**src/rtl/tick_timer_pkg.sv**
```systemverilog
package tick_timer_pkg;

    // Register byte offsets; software depends on these
    localparam int unsigned OFS_CTRL    = 32'h0;
    localparam int unsigned OFS_RELOAD  = 32'h4;
    localparam int unsigned OFS_CURRENT = 32'h8;

    // Control/status bit positions
    localparam int unsigned CTL_EN_BIT   = 0;
    localparam int unsigned CTL_IE_BIT   = 1;
    localparam int unsigned CTL_SRC_BIT  = 2;
    localparam int unsigned CTL_FLAG_BIT = 16;

    typedef enum logic {
        CNT_EMPTY = 1'b0,
        CNT_RUN   = 1'b1
    } cnt_state_e;

    typedef enum logic {
        FLG_CLEAR = 1'b0,
        FLG_SET   = 1'b1
    } flag_state_e;

    typedef struct packed {
        logic src;
        logic ie;
        logic en;
    } ctrl_t;

endpackage

```
**src/rtl/tick_down_counter.sv**
```systemverilog
module tick_down_counter
    import tick_timer_pkg::*;
#(
    parameter int CNT_W = 24
) (
    input  logic             clk,
    input  logic             rst_n,
    input  logic             tick,
    input  logic             clr,
    input  logic [CNT_W-1:0] reload,
    output logic [CNT_W-1:0] count_o,
    output logic             wrap_o
);

    localparam logic [CNT_W-1:0] ONE = CNT_W'(1);

    cnt_state_e       state_q, state_d;
    logic [CNT_W-1:0] cnt_q, cnt_d;
    logic             wrap_d;

    // state register
    always_ff @(posedge clk or negedge rst_n) begin
        if (!rst_n) begin
            state_q <= CNT_EMPTY;
            cnt_q   <= '0;
        end else begin
            state_q <= state_d;
            cnt_q   <= cnt_d;
        end
    end

    // next state: load, wrap and clear transitions
    always_comb begin
        state_d = state_q;
        cnt_d   = cnt_q;
        wrap_d  = 1'b0;
        unique case (state_q)
            CNT_EMPTY: begin
                if (clr) begin
                    cnt_d = '0;
                end else if (tick) begin
                    cnt_d   = reload;
                    state_d = (reload != '0) ? CNT_RUN : CNT_EMPTY;
                end
            end
            CNT_RUN: begin
                if (clr) begin
                    cnt_d   = '0;
                    state_d = CNT_EMPTY;
                end else if (tick) begin
                    cnt_d = cnt_q - ONE;
                    if (cnt_q == ONE) begin
                        wrap_d  = 1'b1;
                        state_d = CNT_EMPTY;
                    end
                end
            end
            default: begin
                cnt_d   = '0;
                state_d = CNT_EMPTY;
            end
        endcase
    end

    // outputs
    always_comb begin
        count_o = cnt_q;
        wrap_o  = wrap_d;
    end

endmodule

```
**src/rtl/tick_wrap_flag.sv**
```systemverilog
module tick_wrap_flag
    import tick_timer_pkg::*;
(
    input  logic clk,
    input  logic rst_n,
    input  logic wrap,
    input  logic wr_clr,
    input  logic rd_clr,
    input  logic irq_en,
    output logic flag_o,
    output logic irq_o
);

    flag_state_e flag_q, flag_d;
    logic        irq_q;

    // state register
    always_ff @(posedge clk or negedge rst_n) begin
        if (!rst_n) begin
            flag_q <= FLG_CLEAR;
            irq_q  <= 1'b0;
        end else begin
            flag_q <= flag_d;
            irq_q  <= wrap & irq_en;
        end
    end

    // next state: set, read-clear and write-clear transitions
    always_comb begin
        flag_d = flag_q;
        unique case (flag_q)
            FLG_CLEAR: begin
                if (!wr_clr && wrap) flag_d = FLG_SET;
            end
            FLG_SET: begin
                if (wr_clr)               flag_d = FLG_CLEAR;
                else if (rd_clr && !wrap) flag_d = FLG_CLEAR;
            end
            default: flag_d = FLG_CLEAR;
        endcase
    end

    // outputs
    always_comb begin
        flag_o = (flag_q == FLG_SET);
        irq_o  = irq_q;
    end

endmodule

```
**src/rtl/tick_regfile.sv**
```systemverilog
module tick_regfile
    import tick_timer_pkg::*;
#(
    parameter int ADDR_W = 4,
    parameter int DATA_W = 32,
    parameter int CNT_W  = 24
) (
    input  logic              clk,
    input  logic              rst_n,
    input  logic              wr_en,
    input  logic              rd_en,
    input  logic [ADDR_W-1:0] addr,
    input  logic [DATA_W-1:0] wdata,
    input  logic [CNT_W-1:0]  count,
    input  logic              flag,
    input  logic              wrap,
    output ctrl_t             ctrl_o,
    output logic [CNT_W-1:0]  reload_o,
    output logic              cur_clr_o,
    output logic              ctrl_rd_o,
    output logic [DATA_W-1:0] rdata_o
);

    localparam logic [ADDR_W-1:0] A_CTRL    = ADDR_W'(OFS_CTRL);
    localparam logic [ADDR_W-1:0] A_RELOAD  = ADDR_W'(OFS_RELOAD);
    localparam logic [ADDR_W-1:0] A_CURRENT = ADDR_W'(OFS_CURRENT);

    logic              hit_ctrl, hit_reload, hit_current;
    ctrl_t             ctrl_q;
    logic [CNT_W-1:0]  reload_q;
    logic [DATA_W-1:0] rdata_q, rd_mux;
    logic              wdata_unused;

    assign hit_ctrl     = (addr == A_CTRL);
    assign hit_reload   = (addr == A_RELOAD);
    assign hit_current  = (addr == A_CURRENT);
    assign wdata_unused = ^wdata[DATA_W-1:CNT_W];

    always_ff @(posedge clk or negedge rst_n) begin
        if (!rst_n) begin
            ctrl_q   <= '0;
            reload_q <= '0;
            rdata_q  <= '0;
        end else begin
            if (wr_en && hit_ctrl) begin
                ctrl_q.en  <= wdata[CTL_EN_BIT];
                ctrl_q.ie  <= wdata[CTL_IE_BIT];
                ctrl_q.src <= wdata[CTL_SRC_BIT];
            end
            if (wr_en && hit_reload) reload_q <= wdata[CNT_W-1:0];
            rdata_q <= rd_en ? rd_mux : '0;
        end
    end

    always_comb begin
        rd_mux = '0;
        if (hit_ctrl) begin
            rd_mux[CTL_EN_BIT]   = ctrl_q.en;
            rd_mux[CTL_IE_BIT]   = ctrl_q.ie;
            rd_mux[CTL_SRC_BIT]  = ctrl_q.src;
            rd_mux[CTL_FLAG_BIT] = flag | wrap;
        end else if (hit_reload) begin
            rd_mux[CNT_W-1:0] = reload_q;
        end else if (hit_current) begin
            rd_mux[CNT_W-1:0] = count;
        end
    end

    assign ctrl_o    = ctrl_q;
    assign reload_o  = reload_q;
    assign cur_clr_o = wr_en & hit_current;
    assign ctrl_rd_o = rd_en & hit_ctrl;
    assign rdata_o   = rdata_q;

endmodule

```
**src/rtl/tick_timer.sv**
```systemverilog
module tick_timer
    import tick_timer_pkg::*;
#(
    parameter int ADDR_W = 4,
    parameter int DATA_W = 32,
    parameter int CNT_W  = 24
) (
    input  logic              clk,
    input  logic              rst_n,
    input  logic              ref_tick,
    input  logic              bus_wr_en,
    input  logic              bus_rd_en,
    input  logic [ADDR_W-1:0] bus_addr,
    input  logic [DATA_W-1:0] bus_wdata,
    output logic [DATA_W-1:0] bus_rdata,
    output logic              tick_irq
);

    ctrl_t            ctrl_w;
    logic [CNT_W-1:0] reload_w;
    logic [CNT_W-1:0] cur_count;
    logic             cur_clr, ctrl_rd, wrap_now, wrap_flag;
    logic             cnt_en, irq_en, cnt_tick;

    assign cnt_en   = ctrl_w.en;
    assign irq_en   = ctrl_w.ie;
    assign cnt_tick = cnt_en & (ctrl_w.src | ref_tick);

    tick_regfile #(
        .ADDR_W (ADDR_W),
        .DATA_W (DATA_W),
        .CNT_W  (CNT_W)
    ) u_regs (
        .clk       (clk),
        .rst_n     (rst_n),
        .wr_en     (bus_wr_en),
        .rd_en     (bus_rd_en),
        .addr      (bus_addr),
        .wdata     (bus_wdata),
        .count     (cur_count),
        .flag      (wrap_flag),
        .wrap      (wrap_now),
        .ctrl_o    (ctrl_w),
        .reload_o  (reload_w),
        .cur_clr_o (cur_clr),
        .ctrl_rd_o (ctrl_rd),
        .rdata_o   (bus_rdata)
    );

    tick_down_counter #(
        .CNT_W (CNT_W)
    ) u_counter (
        .clk     (clk),
        .rst_n   (rst_n),
        .tick    (cnt_tick),
        .clr     (cur_clr),
        .reload  (reload_w),
        .count_o (cur_count),
        .wrap_o  (wrap_now)
    );

    tick_wrap_flag u_flag (
        .clk    (clk),
        .rst_n  (rst_n),
        .wrap   (wrap_now),
        .wr_clr (cur_clr),
        .rd_clr (ctrl_rd),
        .irq_en (irq_en),
        .flag_o (wrap_flag),
        .irq_o  (tick_irq)
    );

endmodule

```
**config.mk**
```make
export PLATFORM = sky130hd
export DESIGN_NAME = tick_timer
export DESIGN_NICKNAME = d
export VERILOG_FILES = /design/src/rtl/tick_timer_pkg.sv /design/src/rtl/tick_down_counter.sv /design/src/rtl/tick_wrap_flag.sv /design/src/rtl/tick_regfile.sv /design/src/rtl/tick_timer.sv
export SDC_FILE = /design/constraint.sdc
export NUM_CORES = 1
export LEC_CHECK = 0
export ABC_CLOCK_PERIOD_IN_PS = 2300
export BUFFER_PORTS_ARGS = -buffer_cell sky130_fd_sc_hd__buf_2
export CAP_MARGIN = 20
export CORE_MARGIN = 2
export CORE_UTILIZATION = 56
export DETAILED_ROUTE_END_ITERATION = 12
export PLACE_DENSITY = 0.79
export SYNTH_ARGS = -nofsm -noshare
export SYNTH_HDL_FRONTEND = slang
export SYNTH_SLANG_ARGS = --single-unit
```
**constraint.sdc**
```tcl
create_clock -name clk -period 2.3 [get_ports clk]
set_input_delay 0.115 -clock clk [delete_from_list [all_inputs] [get_ports clk]]
set_output_delay 0.115 -clock clk [all_outputs]
set_load 0.005 [all_outputs]
```
==> results of run 1 <==
[logic make-up (layout without fill, tap and decap cells)]
| family | count (synthesis) | count (layout) |
|---|---|---|
| AND/OR/NAND/NOR | 139 | 139 |
| AO/OA/AOI/OAI | 107 | 107 |
| flip-flops | 78 | 78 |
| buffers and inverters | 46 | 125 |
| multiplexers | 31 | 31 |
| adder cells (fa/ha/maj) | 2 | 2 |
| other | 1 | 8 |
[through the flow]
stage / cell area [µm²] / total power (µW) / setup WS (ns)
3_5_place_dp: 4510 / 3360 / 0.144
5_1_grt: 4900 / 4670 / -0.00358
6_report: 4900 / 4410 / 0.116
2_1_floorplan: 4080 / 2900 / 0.216
3_3_place_gp: 4510 / 3280 / 0.168
4_1_cts: 4880 / 4370 / 0.121
[critical path, stage by stage (launching register included)]
cell	delay [ns]
dfrtp_2	0.44
inv_1	0.11
ha_2	0.22
or3b_1	0.36
or3_1	0.39
or4_1	0.42
a31oi_1	0.17
[cell usage after synthesis, types with 7 or more instances]
cell type	instances
nor2_1	41
nand2_1	22
o21ai_0	12
mux2_2	28
dfrtp_1	78
nor3_1	9
buf_4	8
nand4_1	7
a22oi_1	27
a21oi_1	19
clkbuf_1	22
inv_1	8
nor4_1	12
[state kept, by name, summed over array words and instances, names as in the netlist]
signal / count
u_counter.count_o: 24
u_regs.ctrl_o: 3
u_counter.state_q: 1
u_regs.rdata_o: 24
u_regs.reload_o: 24
u_flag.irq_o: 1
u_flag.flag_o: 1
[layer usage]
layer,global-route usage [%],part of all wire (%),vias to the layer above
li1,-,-,1680
met1,39.4,43,1805
met2,41.8,47,188
met5,0,0,-
met3,6.56,7.9,24
met4,11.7,2.1,0
[how the worst max path moves through the flow]
stage	startpoint	to	slack, ns	cells past startpoint
2_1_floorplan	u_counter.count_o[0]$_DFFE_PN0P_	u_counter.count_o[12]$_DFFE_PN0P_	0.22	6
3_3_place_gp	u_counter.count_o[0]$_DFFE_PN0P_	u_counter.count_o[12]$_DFFE_PN0P_	0.17	6
3_5_place_dp	u_counter.count_o[0]$_DFFE_PN0P_	u_counter.count_o[12]$_DFFE_PN0P_	0.14	6
4_1_cts	u_counter.count_o[0]$_DFFE_PN0P_	u_counter.count_o[12]$_DFFE_PN0P_	0.12	6
5_1_grt	u_counter.count_o[0]$_DFFE_PN0P_	u_counter.count_o[12]$_DFFE_PN0P_	-0.004	6
6_report	u_counter.count_o[0]$_DFFE_PN0P_	u_counter.count_o[12]$_DFFE_PN0P_	0.12	6
[area by class of cell]
| cell class | count | area (µm²) |
|---|---|---|
| Clock inverter | 1 | 30.0 |
| Tap cell | 99 | 124 |
| Fill cell | 587 | 2240 |
| Timing Repair Buffer | 102 | 676 |
| Sequential cell | 78 | 1950 |
| Multi-Input combinational cell | 287 | 1930 |
| Clock buffer | 14 | 153 |
| Inverter | 8 | 30.0 |
[cell usage in the layout (no fill, tap or decap), types with 3 or more instances in the layout]
cell type / netlist / routed
o21a_1: 3 / 3
a22oi_1: 27 / 27
and3_1: 6 / 6
nor2_1: 41 / 41
o311ai_0: 4 / 4
nor3_1: 9 / 9
o22ai_1: 4 / 4
mux2_2: 28 / 28
o21ai_0: 12 / 12
or3_1: 6 / 6
nand3_1: 6 / 6
nor2b_1: 5 / 5
inv_1: 8 / 7
clkbuf_8: 0 / 10
buf_4: 8 / 26
o2bb2ai_1: 4 / 4
mux2i_1: 3 / 3
a31oi_1: 6 / 6
a21oi_1: 19 / 19
conb_1: 1 / 8
o221a_2: 3 / 3
nand2_1: 22 / 22
a211oi_1: 5 / 5
or4_1: 5 / 5
buf_2: 1 / 56
dfrtp_1: 78 / 77
dlygate4sd3_1: 0 / 20
nor4_1: 12 / 12
clkbuf_1: 22 / 4
o211ai_1: 4 / 4
nand4_1: 7 / 7
[power by group through the flow]
stage	combinational, µW	sequential, µW	clock, µW
floorplan	989	1910	0
global placement	1200	2080	0
detailed placement	1250	2100	0
CTS	1280	2080	1010
global route	1460	2150	1070
finish	1310	2100	1010
[timing repair]
item,4_1_cts,5_1_grt
endpoints found under the hold margin,96,1
hold buffers,19,1
gates resized for setup,0,3
setup endpoints to repair,0,2
==> results by group, run 1 <==
Pwr
  • Peak VDD IR: 512 µV
  • Logic pwr share: 29.6%
  • Switching Share: 36.2%
  • Internal Power: 2810 µW
  • Pwr Density: 902 mW/mm²
  • Flop pwr share: 47.5%
  • P_leak: 0.00216 µW
  • NetSw: 1600 µW
  • Clk pwr share: 22.8%

Clocking
  • Clock sinks: 78
  • Maximum root-to-sink buffer count: 2
  • CTS H-tree depth: 3
  • Clock Tree Root: clkbuf_8
  • CTS tree: built
  • Reg clk slew, reported paths: 0.07 ns
  • Cts bufs inserted: 9
  • Buffer count from post-CTS setup fixing: 0
  • Clock latency at the later pin of the worst-skew pair: 0.35 ns

Routing
  • # DRC: 0
  • Routed vias: 3697
  • Drt total wl: 10300 µm
  • DR pass1 iterations: 5
  • Final antenna-violating net count: 0
  • WL/cell: 17.5 µm
  • DR vias/cell: 6.28
  • Initial detailed-routing violation count: 505

Floorplanning
  • Initial Utilization: 56.9%
  • Core ar.: 0.00714 mm²
  • Ports: 74
  • Die span in y: 89.1 µm
  • Die span in x: 89.1 µm
  • Die ar.: 0.00794 mm²
  • Row Count: 31

Timing
  • Slew Limit Fails: 0
  • Final setup skew: 0.00519 ns
  • Slew of the pin with the lowest slew margin: 0.969 ns
  • Relative slew slack: 35.4%
  • Fin crit share: 94.9%
  • # setup viols final: 0
  • Fin Hold WS: 0.00363 ns
  • Fmax: 458 MHz
  • Setup TNS: 0 ns
  • Final hold violation count: 0
  • Fin crit period: 2.18 ns

Cells and area
  • Syn-to-layout area delta: 20.7%
  • Fraction of layout instances using a drive strength above 1: 27.3%
  • Fin cells: 589
  • Fin nets: 529
  • Final Util: 68.6%
  • Diode count: 0

Yosys
  • Synth Area in Adders: 0.617%
  • Post-synth EDFFs: 0
  • Synth area leaders: dfrtp_1 (48%), mux2_2 (7.8%), a22oi_1 (5.0%)
  • Sequential share of the synthesized area: 48.1%
  • Largest family of logic cells by synthesized area: simple AND/OR/NAND/NOR gates
  • Synth unique cells: 59
  • Post-synthesis xor/xnor area fraction: 0%
  • Synthesized area: 0.00406 mm²
  • Post-synthesis register bit count: 78
  • Share of the synthesized area in the top cell type: 48.1%
  • Synthesized instance count: 404
  • Avg Inst Size Synth: 10.0 µm²
  • Post-synthesis mux area share: 8.51%
  • Ys async rst share: 100%
  • Synth Area in Simple Gates: 18.7%
  • Top_reg_cell synth: dfrtp_1
  • Yosys warnings: 0
  • Complex-gate fraction of the synthesized area: 18.6%
  • Dominant cell type by area after synthesis: dfrtp_1

Run
  • Max cap viols: 0

GRT
  • Largest net degree at the start of global routing: 79
  • Antenna violations before repair: 0
  • Global-route wire length before repair: 17100 µm
  • GRT overflow: 0
  • Vias in the first global route: 3504
  • GRT Util Overall: 28.0%

Worst hold path
  • Hold depth: 2
  • Launch point of the worst hold path: bus_wdata[22]
  • Hold path endpoint: u_regs.reload_o[22]$_DFFE_PN0P_
  • Worst min path class: input port to flop

Worst setup path
  • Reg-to-reg startpoint: u_counter.count_o[0]$_DFFE_PN0P_
  • Flop2flop setup slack: 0.12 ns
  • Critical Path Fanout Max: 6
  • Worst setup path class: flop to flop
  • Worst EP required: 2.57 ns
  • Kind of end point of the critical path: flop
  • Startpoint Class: flop
  • Worst r2r dst: u_counter.count_o[12]$_DFFE_PN0P_
  • Crit path DAT: 2.46 ns
  • Worst R2R Path Depth: 6

Place
  • Detailed Place HPWL: 6870 µm
  • Gp weighted congestion: 0.938
  • IO buf count: 57
  • Dpl cells: 554

Run status
  • Outcome: finished, final reports clean
(Power assumes the default switching activity.)
==> run 2, diff against run 1 <==
ABC_CLOCK_PERIOD_IN_PS = 2830   (was 2300)
CORE_UTILIZATION = 60   (was 56)
PLACE_DENSITY = 0.84   (was 0.79)
clock period = 2.83 ns   (was 2.3 ns; I/O delays follow)
==> run 2 against run 1 <==
Effect of this change:
- setup slack improved by 0.39 ns
- core utilization rose by 2.9 points
- sequential share of layout area increased by 2.4 points
- largest power group unchanged
- worst hold slack improved by 0.0082 ns
==> results by group, run 2 (same netlist as run 1, synthesis figures left out) <==
Floorplanning
  • Die ar.: 0.00744 mm² (-6.4%)
  • Core ar.: 0.00646 mm² (-9.5%)
  • Ports: 74 (unchanged)
  • Die span in x: 86.2 µm (-3.2%)
  • Row Count: 29 (-6.5%)
  • Initial Utilization: 62.8% (+6.0 points)
  • Die span in y: 86.2 µm (-3.2%)

Pwr
  • Internal Power: 2330 µW (-17%)
  • Flop pwr share: 47.0% (-0.5 points)
  • Logic pwr share: 26.7% (-2.9 points)
  • Pwr Density: 789 mW/mm² (-12%)
  • Clk pwr share: 26.4% (+3.6 points)
  • Peak VDD IR: 481 µV (-6.0%)
  • P_leak: 0.00204 µW (-5.4%)
  • NetSw: 1320 µW (-17%)
  • Power Total: 3650 µW (-17%)
  • Switching Share: 36.2% (about the same)

Clocking
  • Clock sinks: 78 (unchanged)
  • CTS H-tree depth: 3 (unchanged)
  • Clock Tree Root: clkbuf_8
  • Maximum root-to-sink buffer count: 2 (unchanged)
  • Buffer count from post-CTS setup fixing: 0 (unchanged)
  • CTS tree: built
  • Reg clk slew, reported paths: 0.08 ns (about the same)
  • Cts bufs inserted: 9 (unchanged)
  • Post-cts repair resize count: 0 (unchanged)
  • Clock latency at the later pin of the worst-skew pair: 0.35 ns (about the same)

Place
  • Pre-CTS setup slack: 0.552 ns (+0.409 ns)
  • Area post-placement: 0.00438 mm² (-2.9%)
  • IO buf count: 57 (unchanged)
  • Detailed Place HPWL: 7030 µm (+2.3%)
  • Gp weighted congestion: 0.932 (-0.68%)

Worst setup path
  • Startpoint Class: flop
  • Crit path DAT: 2.60 ns (+0.14 ns)
  • Worst EP required: 3.11 ns (+0.54 ns)
  • Kind of end point of the critical path: flop
  • Critical Path Fanout Max: 6 (unchanged)
  • Worst setup path class: flop to flop

Timing
  • Fin Hold WS: 0.0118 ns (+0.00816 ns)
  • Final hold violation count: 0 (unchanged)
  • Slew Limit Fails: 0 (unchanged)
  • Slew of the pin with the lowest slew margin: 0.981 ns (+0.0113 ns)
  • Fmax: 431 MHz (-6.0%)
  • Setup TNS: 0 ns (unchanged)
  • # setup viols final: 0 (unchanged)
  • RSZ-0062 raised after global routing: false
  • Final setup margin: 0.508 ns (+0.391 ns)
  • Fin crit share: 82.1% (-13 points)
  • Final setup skew: 0.00901 ns (+0.00383 ns)
  • Relative slew slack: 34.6% (-0.75 points)
  • Fin crit period: 2.32 ns (+0.139 ns)

GRT
  • Antenna violations before repair: 0 (unchanged)
  • GRT Util Overall: 29.8% (+1.9 points)
  • Vias in the first global route: 3389 (-3.3%)
  • GRT overflow: 0 (unchanged)
  • Global-route wire length before repair: 17200 µm (+0.25%)
  • Largest net degree at the start of global routing: 79 (unchanged)

Cells and area
  • Final Cell Area: 0.00462 mm² (-5.6%)
  • Sequential cell area: 0.00195 mm² (about the same)
  • Most common cell after layout, fill and taps aside: dfrtp_1
  • Fin nets: 496 (-6.2%)
  • Syn-to-layout area delta: 13.8%
  • Fill count: 490 (-17%)
  • Commonest cells after routing, fill and taps aside: dfrtp_1 (78), buf_2 (56), nor2_1 (41), mux2_2 (28), a22oi_1 (27)
  • Multi-input gate area: 0.00193 mm² (-0.13%)
  • Diode count: 0 (unchanged)
  • Fraction of layout instances using a drive strength above 1: 26.6% (-0.71 points)

Run status
  • Outcome: finished, final reports clean

Routing
  • DR pass1 iterations: 7 (+2)
  • DR vias/cell: 6.73 (+7.3%)
  • # DRC: 0 (unchanged)
  • Drt total wl: 10500 µm (+1.7%)
  • Routed vias: 3602 (-2.6%)
  • WL/cell: 19.6 µm (+12%)
  • Initial detailed-routing violation count: 393 (-22%)
  • Final antenna-violating net count: 0 (unchanged)

Worst hold path
  • Worst min path class: input port to flop

Run
  • Max cap viols: 0 (unchanged)
[run 2: timing repair]
| action | in CTS | in global routing |
|---|---|---|
| setup endpoints to repair | 0 | 0 |
| hold endpoints to repair | 61 | 0 |
| hold buffers | 1 | 0 |
[run 2: power groups by stage]
stage | clock [µW] | combinational (µW) | sequential, µW
after floorplan | 0 | 804 | 1560
after global routing | 1030 | 1070 | 1740
after detailed placement | 0 | 951 | 1710
final | 962 | 972 | 1710
after global placement | 0 | 911 | 1690
after CTS | 968 | 960 | 1690
[run 2: path summary, 6_finish.rpt]
kind | slack [ns] | start | to | depth (start not counted)
max in group asynchronous | 1.71 | rst_n | u_counter.count_o[16]$_DFFE_PN0P_ | 2
worst max-delay path | 0.51 | u_counter.count_o[0]$_DFFE_PN0P_ | u_counter.count_o[12]$_DFFE_PN0P_ | 6
worst min-delay path | 0.01 | bus_wdata[9] | u_regs.reload_o[9]$_DFFE_PN0P_ | 2
worst max register to register | 0.51 | u_counter.count_o[0]$_DFFE_PN0P_ | u_counter.count_o[12]$_DFFE_PN0P_ | 6
worst min register to register | 0.54 | u_flag.flag_o$_DFF_PN0_ | u_flag.flag_o$_DFF_PN0_ | 2
min in group asynchronous | 0.49 | rst_n | u_regs.rdata_o[9]$_DFF_PN0_ | 2
[run 2: per-layer routing]
metal	vias to the layer above	track usage, %	part of all wire [%]
li1	1615	-	-
met1	1773	42.1	42
met2	186	46.7	49
met3	28	5.33	7.1
met4	0	10.9	2.3
met5	-	0	0
[run 2: metrics by stage]
step	util, %	cells
2_1_floorplan	-	411
3_3_place_gp	67.8	518
3_5_place_dp	67.8	518
4_1_cts	71.5	535
5_1_grt	71.5	535
6_report	71.5	535
[run 2: final cells by class]
cell class / count / area share, %
Clock inverter: 5 / 1.76
Clock buffer: 11 / 3.28
Inverter: 8 / 0.650
Tap cell: 77 / 2.09
Multi-Input combinational cell: 287 / 41.7
Sequential cell: 78 / 42.3
Timing Repair Buffer: 69 / 8.23
[run 2: worst max-delay path: stages, from the launching register on]
cell and delay, ns:
dfrtp_1 0.44, inv_1 0.13, ha_1 0.23, or3b_1 0.46
or3_1 0.41, or4_1 0.41, a31oi_1 0.16
